**src/rtl/spi_rate_gen_pkg.sv**
```systemverilog
package spi_rate_gen_pkg;
  localparam int unsigned LIN_W = 8;
  localparam int unsigned EXP_W = 2;

  typedef struct packed {
    logic [LIN_W-1:0] lin;
    logic [EXP_W-1:0] exp;
  } rate_cfg_t;
endpackage

```
**src/rtl/srg_ctrl.sv**
```systemverilog
module srg_ctrl
  import spi_rate_gen_pkg::*;
(
  input  logic             clk_i,
  input  logic             rst_ni,
  input  logic             run_i,
  input  logic [LIN_W-1:0] div_lin_i,
  input  logic [EXP_W-1:0] div_exp_i,
  output logic             run_q_o,
  output logic             start_o,
  output rate_cfg_t        cfg_o,
  output logic             bad_o
);
  logic illegal;
  assign illegal = (div_lin_i == '0) && (div_exp_i == '0);
  assign start_o = run_i & ~run_q_o;

  always_ff @(posedge clk_i or negedge rst_ni) begin
    if (!rst_ni) begin
      run_q_o <= 1'b0;
      cfg_o   <= '0;
      bad_o   <= 1'b0;
    end else begin
      run_q_o <= run_i;
      if (!run_i) begin
        bad_o <= 1'b0;
      end else if (start_o) begin
        bad_o     <= illegal;
        // prohibited fastest rate falls back to n=1, N=0
        cfg_o.lin <= illegal ? LIN_W'(1) : div_lin_i;
        cfg_o.exp <= div_exp_i;
      end
    end
  end
endmodule

```
**src/rtl/srg_prescale.sv**
```systemverilog
module srg_prescale #(
  parameter int unsigned W = 8
) (
  input  logic         clk_i,
  input  logic         rst_ni,
  input  logic         clr_i,
  input  logic         en_i,
  input  logic [W-1:0] lim_i,
  output logic         tick_o
);
  logic [W-1:0] cnt_q;
  assign tick_o = en_i && (cnt_q == lim_i);

  always_ff @(posedge clk_i or negedge rst_ni) begin
    if (!rst_ni)      cnt_q <= '0;
    else if (clr_i)   cnt_q <= '0;
    else if (tick_o)  cnt_q <= '0;
    else if (en_i)    cnt_q <= cnt_q + 1'b1;
  end
endmodule

```
**src/rtl/srg_expstage.sv**
```systemverilog
module srg_expstage #(
  parameter int unsigned EW = 2
) (
  input  logic          clk_i,
  input  logic          rst_ni,
  input  logic          clr_i,
  input  logic          tick_i,
  input  logic [EW-1:0] exp_i,
  output logic          half_o
);
  localparam int unsigned CW = (1 << EW) - 1;

  logic [CW-1:0] cnt_q;
  logic [CW-1:0] term;

  always_comb begin
    term = '0;
    for (int i = 0; i < CW; i++) begin
      if (i < int'(exp_i)) term[i] = 1'b1;
    end
  end

  assign half_o = tick_i && (cnt_q == term);

  always_ff @(posedge clk_i or negedge rst_ni) begin
    if (!rst_ni)      cnt_q <= '0;
    else if (clr_i)   cnt_q <= '0;
    else if (half_o)  cnt_q <= '0;
    else if (tick_i)  cnt_q <= cnt_q + 1'b1;
  end
endmodule

```
**src/rtl/srg_sck.sv**
```systemverilog
module srg_sck (
  input  logic clk_i,
  input  logic rst_ni,
  input  logic active_i,
  input  logic half_i,
  input  logic cpol_i,
  output logic sck_o,
  output logic rise_o,
  output logic fall_o
);
  always_ff @(posedge clk_i or negedge rst_ni) begin
    if (!rst_ni) begin
      sck_o  <= 1'b0;
      rise_o <= 1'b0;
      fall_o <= 1'b0;
    end else begin
      rise_o <= active_i & half_i & ~sck_o;
      fall_o <= active_i & half_i &  sck_o;
      if (!active_i)   sck_o <= cpol_i;
      else if (half_i) sck_o <= ~sck_o;
    end
  end
endmodule

```
**src/rtl/spi_rate_gen.sv**
```systemverilog
module spi_rate_gen
  import spi_rate_gen_pkg::*;
(
  input  logic             clk_i,
  input  logic             rst_ni,
  input  logic [LIN_W-1:0] div_lin_i,
  input  logic [EXP_W-1:0] div_exp_i,
  input  logic             cpol_i,
  input  logic             run_i,
  input  logic             hold_i,
  output logic             sck_o,
  output logic             rise_o,
  output logic             fall_o,
  output logic             bad_cfg_o
);
  logic      run_q, start, tick, half, active, cnt_en, cnt_clr;
  rate_cfg_t cfg;

  // active: frame running at this edge (not the start edge, not the stop edge)
  assign active  = run_q & run_i;
  assign cnt_en  = active & ~hold_i;
  assign cnt_clr = ~active;

  srg_ctrl u_ctrl (
    .clk_i     (clk_i),
    .rst_ni    (rst_ni),
    .run_i     (run_i),
    .div_lin_i (div_lin_i),
    .div_exp_i (div_exp_i),
    .run_q_o   (run_q),
    .start_o   (start),
    .cfg_o     (cfg),
    .bad_o     (bad_cfg_o)
  );

  srg_prescale #(.W(LIN_W)) u_pre (
    .clk_i  (clk_i),
    .rst_ni (rst_ni),
    .clr_i  (cnt_clr),
    .en_i   (cnt_en),
    .lim_i  (cfg.lin),
    .tick_o (tick)
  );

  srg_expstage #(.EW(EXP_W)) u_exp (
    .clk_i  (clk_i),
    .rst_ni (rst_ni),
    .clr_i  (cnt_clr),
    .tick_i (tick),
    .exp_i  (cfg.exp),
    .half_o (half)
  );

  srg_sck u_sck (
    .clk_i    (clk_i),
    .rst_ni   (rst_ni),
    .active_i (active),
    .half_i   (half),
    .cpol_i   (cpol_i),
    .sck_o    (sck_o),
    .rise_o   (rise_o),
    .fall_o   (fall_o)
  );
endmodule

```
**config.mk**
```make
export PLATFORM = sky130hd
export DESIGN_NAME = spi_rate_gen
export DESIGN_NICKNAME = d
export VERILOG_FILES = /design/src/rtl/spi_rate_gen_pkg.sv /design/src/rtl/srg_ctrl.sv /design/src/rtl/srg_prescale.sv /design/src/rtl/srg_expstage.sv /design/src/rtl/srg_sck.sv /design/src/rtl/spi_rate_gen.sv
export SDC_FILE = /design/constraint.sdc
export NUM_CORES = 1
export LEC_CHECK = 0
export BUFFER_PORTS_ARGS = -buffer_cell sky130_fd_sc_hd__buf_2
export CAP_MARGIN = 10
export CORE_MARGIN = 3
export CORE_UTILIZATION = 56
export CTS_BUF_LIST = sky130_fd_sc_hd__clkbuf_16
export CTS_CLUSTER_DIAMETER = 30
export CTS_CLUSTER_SIZE = 30
export DETAILED_ROUTE_END_ITERATION = 7
export GPL_ROUTABILITY_DRIVEN = 0
export MAX_ROUTING_LAYER = met4
export PLACE_DENSITY = 0.83
export SLEW_MARGIN = 30
export SYNTH_ARGS = -nofsm -noshare
export SYNTH_HDL_FRONTEND = slang
export SYNTH_HIERARCHICAL = 1
export SYNTH_SLANG_ARGS = --single-unit
```
**constraint.sdc**
```tcl
create_clock -name clk_i -period 2 [get_ports clk_i]
set_input_delay 0.3 -clock clk_i [delete_from_list [all_inputs] [get_ports clk_i]]
set_output_delay 0.3 -clock clk_i [all_outputs]
set_load 0.005 [all_outputs]
```
---- Word level (Yosys, flattened, before mapping) ----
Cells that the tools add are included.
operators by class
  bitwise gates (word level) .............. 9
  add/sub/neg operators ................... 2
  reductions and logical operators ........ 6
  equality and inequality tests ........... 6
  $lt $le $gt $ge ......................... 3
  multiplexer cells ....................... 14
operator list
  operator                                                              count
  8-bit two-way mux                                                     4
  3-bit two-way mux                                                     3
  8-bit by 1-bit adder with 8-bit output (second input constant)        1
  8-bit == test                                                         1
  8-bit zero test                                                       1
  1-bit two-way mux                                                     7
  1-bit bitwise AND                                                     6
  3-bit by 1-bit != test with 1-bit output (second input constant)      2
  1-bit by 2-bit < comparator with 1-bit output (first input constant)  2
  2-bit by 1-bit != test with 1-bit output (second input constant)      2
  3-bit by 1-bit adder with 3-bit output (second input constant)        1
  3-bit == test                                                         1
  1-bit logical AND                                                     3
  1-bit NOT                                                             3
  2-bit zero test                                                       1
  2-bit < comparator (first input constant)                             1
  2-bit AND reduction                                                   1
word-level totals
  input bits .............................. 15
  logic and storage cells ................. 49
  output and inout port bits .............. 4
  register bits ........................... 26

---- Depth between registers and ports, before layout ----
  depth in word-level cells ............... 6
  gate-level depth with buffers ........... 7
  depth with buffers taken out ............ 6

---- Cells and area by module ----
The synthesis kept the hierarchy.
modules (own cells, without submodules)
  module        times used  sequential area each (µm²)  area each (µm²)  cells each
  srg_prescale  1           200.2                       533.0            52
  srg_ctrl      1           300.3                       479.2            32
  srg_expstage  1           75.1                        225.2            23
  srg_sck       1           75.1                        107.6            9
  spi_rate_gen  1           0.0                         20.0             3

---- Worst setup path before layout ----
Ideal clock, no wire load.
  kind .................................... flip-flop to flip-flop
  start ................................... register u_ctrl.run_q_o
  end ..................................... register u_exp.cnt_q[2]
  data required time ...................... 1.899 ns
  library setup time ...................... 0.101 ns
  buffers on the path ..................... 1
  cell stages (with the launch flop) ...... 8
  slack ................................... 0.317 ns
  period minus slack after synthesis ...... 1.683 ns
  arrival time ............................ 1.582 ns
  cell sequence ........................... dfrtp_1 > and3b_1 > buf_4 > nand2_1 > nor3_4 > nand3b_1 > a21o_1 > o32ai_1
between the ends
  cells in the longest elaborated chain, start to end .. 6
  elaborated cells between the ends (all ways) .. 7
  those cells by class .................... eq/ne (1); mux (2); bitwise (2); reduce/logical (2)
RTL lines
  element                 line                RTL
  from (decl)             srg_ctrl.sv:9       output logic run_q_o,
  from (signal assigned)  srg_ctrl.sv:24      run_q_o <= run_i;
  1-bit bitwise AND *     spi_rate_gen.sv:20  assign active = run_q & run_i;
  1-bit bitwise AND *     spi_rate_gen.sv:21  assign cnt_en = active & ~hold_i;
  net cnt_en              spi_rate_gen.sv:16  logic run_q, start, tick, half, active, cnt_en, cnt_clr;
  1-bit logical AND *     srg_prescale.sv:12  assign tick_o = en_i && (cnt_q == lim_i);
  net tick                spi_rate_gen.sv:16
  1-bit logical AND       srg_expstage.sv:23  assign half_o = tick_i && (cnt_q == term);
  3-bit two-way mux       srg_expstage.sv:28  else if (half_o) cnt_q <= '0;
  3-bit two-way mux       srg_expstage.sv:27  else if (clr_i) cnt_q <= '0;
  to (signal assigned)    srg_expstage.sv:29  else if (tick_i) cnt_q <= cnt_q + 1'b1;
  to (decl)               srg_expstage.sv:13  logic [CW-1:0] cnt_q;
Mark *: on every way through the listed nets, which the timed path passes. The rest lies on a longest branch.
A chain may end at the register's enable or synchronous reset.

---- Worst setup path in the final report ----
  start ................................... register u_ctrl/cfg_o[1] in the netlist's numbering
  end ..................................... register u_sck.sck_o
between the ends
  cells in the longest elaborated chain, start to end .. 5
  elaborated cells between the ends (all ways) .. 9
  those cells by class .................... order compare (3); eq/ne (2); mux (3); reduce/logical (1)
RTL lines
  element                                                                                     line                RTL
  from (decl)                                                                                 srg_ctrl.sv:11      output rate_cfg_t cfg_o,
  1-bit by 2-bit < comparator with 1-bit output / 2-bit < comparator (equally long branches)  srg_expstage.sv:19  if (i < int'(exp_i)) term[i] = 1'b1;
  1-bit two-way mux                                                                           srg_expstage.sv:19
  3-bit == test *                                                                             srg_expstage.sv:23
  1-bit logical AND *                                                                         srg_expstage.sv:23
  net half                                                                                    spi_rate_gen.sv:16
  2-bit by 1-bit != test with 1-bit output (no line) *                                        -
  to (signal assigned)                                                                        srg_sck.sv:19       if (!active_i) sck_o <= cpol_i;
  to (signal assigned)                                                                        srg_sck.sv:20       else if (half_i) sck_o <= ~sck_o;
  to (decl)                                                                                   srg_sck.sv:7        output logic sck_o,
Marked as above.

==> metrics.md <==
| Metric | Value |
|---|---|
| CP cell instances | `or4_4 -> o22ai_2 -> o21a_1 -> xnor2_1 -> a21oi_1` |
| Post-Syn Area | `around 1400 sq um` |
| Commonest non-fill, non-tap cell in the layout | `dfrtp_1` |
| Mapped Nets | `roughly 140` |
| Yosys warning total | `6` |
| Clock Latency Late Sink | `0.26 ns` |
| Slew margin rel. | `between 60 and 70%` |
| Maximum vdd drop | `approximately 0.63 mV` |
| R2R Setup Slk | `~0.26 ns` |
| Width of the die | `approximately 55 um` |
| HPWL Detailed | `just under 2000 um` |
| First-pass GRT wire length | `between 4000 and 5000 um` |
| Largest net degree at the start of global routing | `27` |
| Footprint of the multi-input gates | `around 690 sq um` |
| Avg Cell Area, Syn | `~11 sq um` |
| Clock Path Buffers | `2` |
| Io pins | `19` |
| Max Freq | `between 500 and 600 MHz` |
| Leak | `0.6961 nW` |
| Status | `finished, final reports clean` |
| Layout cells sized above 1 | `approximately 30%` |
| WP data required | `about 2.2 ns` |
| H-tree Lvls | `1` |
| Nets | `159` |
| RSZ-0062 raised after global routing | `no` |
| Placed cell areas | `1495 sq um` |
| Register area share after synthesis | `between 40% and 50%` |
| Leading cell types in the layout, fill and taps excluded | `dfrtp_1, buf_2, xnor2_1` |
| Ant diodes | `0` |
| FF-to-FF Start | `u_ctrl/cfg_o[1]` |
| Clk root buf | `clkbuf_16` |
| Crit Path Max Fanout | `4` |
| Vias in the first global route | `1086` |
| Cell count after synthesis | `approximately 120` |
| Max incr delay on CP | `about 0.56 ns` |
| Initial core utilization | `about three fifths` |
| P&R area growth vs syn | `15.03%` |
| Initial antenna violation count | `0` |
| Max Slew Vio Count | `0` |
| Clk_skew | `about 0.0037 ns` |
| Final Hold Fails | `0` |
| Setup Viol. Count Final | `0` |
| Sum Neg Setup Slack | `0 ns` |
| Port Buffers | `18` |
| DR WL/cell | `between 15 and 20 um` |
| Vias/cell | `slightly above 6` |
| DRT Pass-1 Iters | `4` |
| Number of synthesized flops with an enable pin | `0` |
| Seq. cell area | `approximately 650 sq um` |
| Slew @ Worst Pin | `0.5648 ns` |
| Drt total wl | `around 2700 um` |
| Crit start category | `register` |
| Post-CTS setup repair buffer count | `0` |
| PD cells | `approximately 740 nW/um^2` |
| Reg-to-Reg End | `u_sck/sck_o` |
| # rows | `17` |
| Cell area after layout | `between 1500 and 2000 sq um` |
| FF+latch count, synth | `26` |
| Clk slew on worst S/H paths | `around 0.060 ns` |
| Die footprint | `approximately 3100 sq um` |
| Worst reg-to-reg path cell count | `5` |
| Post-CTS Resized | `0` |
| GRT Resource Usage Total | `roughly 20%` |
| Synth Flop Type | `dfrtp_1` |
| Core Footprint | `around 2300 sq um` |
| CP arrival | `about 1.9 ns` |
| Crit. End Element | `register` |
| Clk sinks | `26` |
| Power Total | `between 1 and 1.5 mW` |
| Hold buffers post-CTS | `0` |
| DRC viols | `0` |
| Total gr overflow | `0` |
| Tcrit/Tclk final | `~87%` |
| Post-DRT Antenna Nets | `0` |
| FILL cells | `roughly 170` |
| Async set-reset flop share out of synthesis | `100.0%` |
| Largest delay contributor family on the critical path | `simple AND/OR/NAND/NOR gates` |
| Die height | `between 50 and 60 um` |
| CP bufs+invs | `0` |
| WS Path Type | `reg2reg` |
| Hold WC Path Type | `in2async` |
| Number of unique standard cell types used by synthesis | `slightly above 40` |
| Total CTS buffers | `3` |
| DR iter-0 viols | `19` |
| Critical Path Slowest Stage Cell | `or4_4` |
| Final Critical Period | `around 1.7 ns` |
| Number of max-cap violations | `0` |
| Via count | `between 1000 and 1500` |
| CTS tree | `yes` |
## synthesized netlist by cell type, types with 2 or more instances
master     n  area, sq um
or4_4      2        22.52
ha_1       2        25.02
a21oi_1    4        20.02
nand2_1    6        22.52
nand3b_1   3        22.52
nor3_1     6        30.03
xnor2_1    9        78.83
mux2_2     8        90.09
dfrtp_1   26        650.6
buf_2      2        10.01
nor2_1     6        22.52
or3_1      2        12.51
nand3_1    3        15.01
xor2_1     6        52.55
nand2b_1   7        43.79
o32ai_1    2        17.52
## worst register-to-register path, cell delays in order (launching register included)
cell and delay, ns:
dfrtp_1 0.41, or4_4 0.56, o22ai_2 0.21, o21a_1 0.23
xnor2_1 0.14, a21oi_1 0.09
## sequential cells by signal (all words and copies together), names as in the netlist
| signal | count |
|---|---|
| u_pre/cnt_q | 8 |
| u_sck/rise_o | 1 |
| u_ctrl/bad_o | 1 |
| u_ctrl/run_q_o | 1 |
| u_sck/fall_o | 1 |
| u_exp/cnt_q | 3 |
| u_sck/sck_o | 1 |
| u_ctrl/cfg_o | 10 |
## metal layers
layer	part of all wire, %	global-route usage (%)	vias to the layer above
met5	0	-	-
met4	3.4	10.76	0
met3	5.0	4.907	11
met2	47	31.08	30
met1	45	24.02	499
li1	-	-	477
## how the worst max path moves through the flow
stage / from / end / slack (ns) / depth (start not counted)
finish: u_ctrl/cfg_o[1] / u_sck/sck_o / 0.26 / 5
global route: u_pre/cnt_q[3] / u_exp/cnt_q[1] / 0.12 / 6
CTS: u_ctrl/cfg_o[1] / u_sck/sck_o / 0.28 / 5
detailed placement: u_exp/cnt_q[1] / u_sck/sck_o / 0.31 / 5
global placement: u_pre/cnt_q[3] / u_exp/cnt_q[1] / 0.33 / 6
floorplan: u_ctrl/run_q_o / u_exp/cnt_q[2] / 0.32 / 7
## where the power goes
part	internal [mW]	total, mW	switching (mW)	leakage (nW)
sequential	0.559	0.589	0.0301	0.335
combinational	0.0725	0.136	0.0638	0.324
clock	0.265	0.438	0.173	0.0370
## through the flow
step,std cells,hold slack (ns),setup WS (ns),utilization [%]
floorplan,119,0.004409,0.3173,-
global placement,165,0.3194,0.3267,66.32
detailed placement,165,0.3261,0.3104,66.32
CTS,168,0.05639,0.2756,69.64
global route,168,0.06620,0.1186,69.64
finish,168,0.02841,0.2622,69.64
## cell type report
type / count / area share [%]
clock buffers: 3 / 4.781
inverters: 1 / 0.2390
multi-input cells: 89 / 44.14
flip-flops and latches: 26 / 41.43
well taps: 28 / 2.231
repair buffers: 21 / 7.171
## kinds of logic (layout without fill, tap and decap cells)
kind of cell | Yosys count | count (layout) | synth area share [%]
compound gates | 18 | 18 | 11.00
xor+xnor | 15 | 15 | 9.624
fa+ha+maj | 2 | 2 | 1.833
buf+inv | 4 | 25 | 1.558
flops | 26 | 26 | 47.66
mux | 9 | 9 | 7.425
simple gates | 45 | 45 | 20.90
No activity file was read; power rests on OpenSTA's default activity.
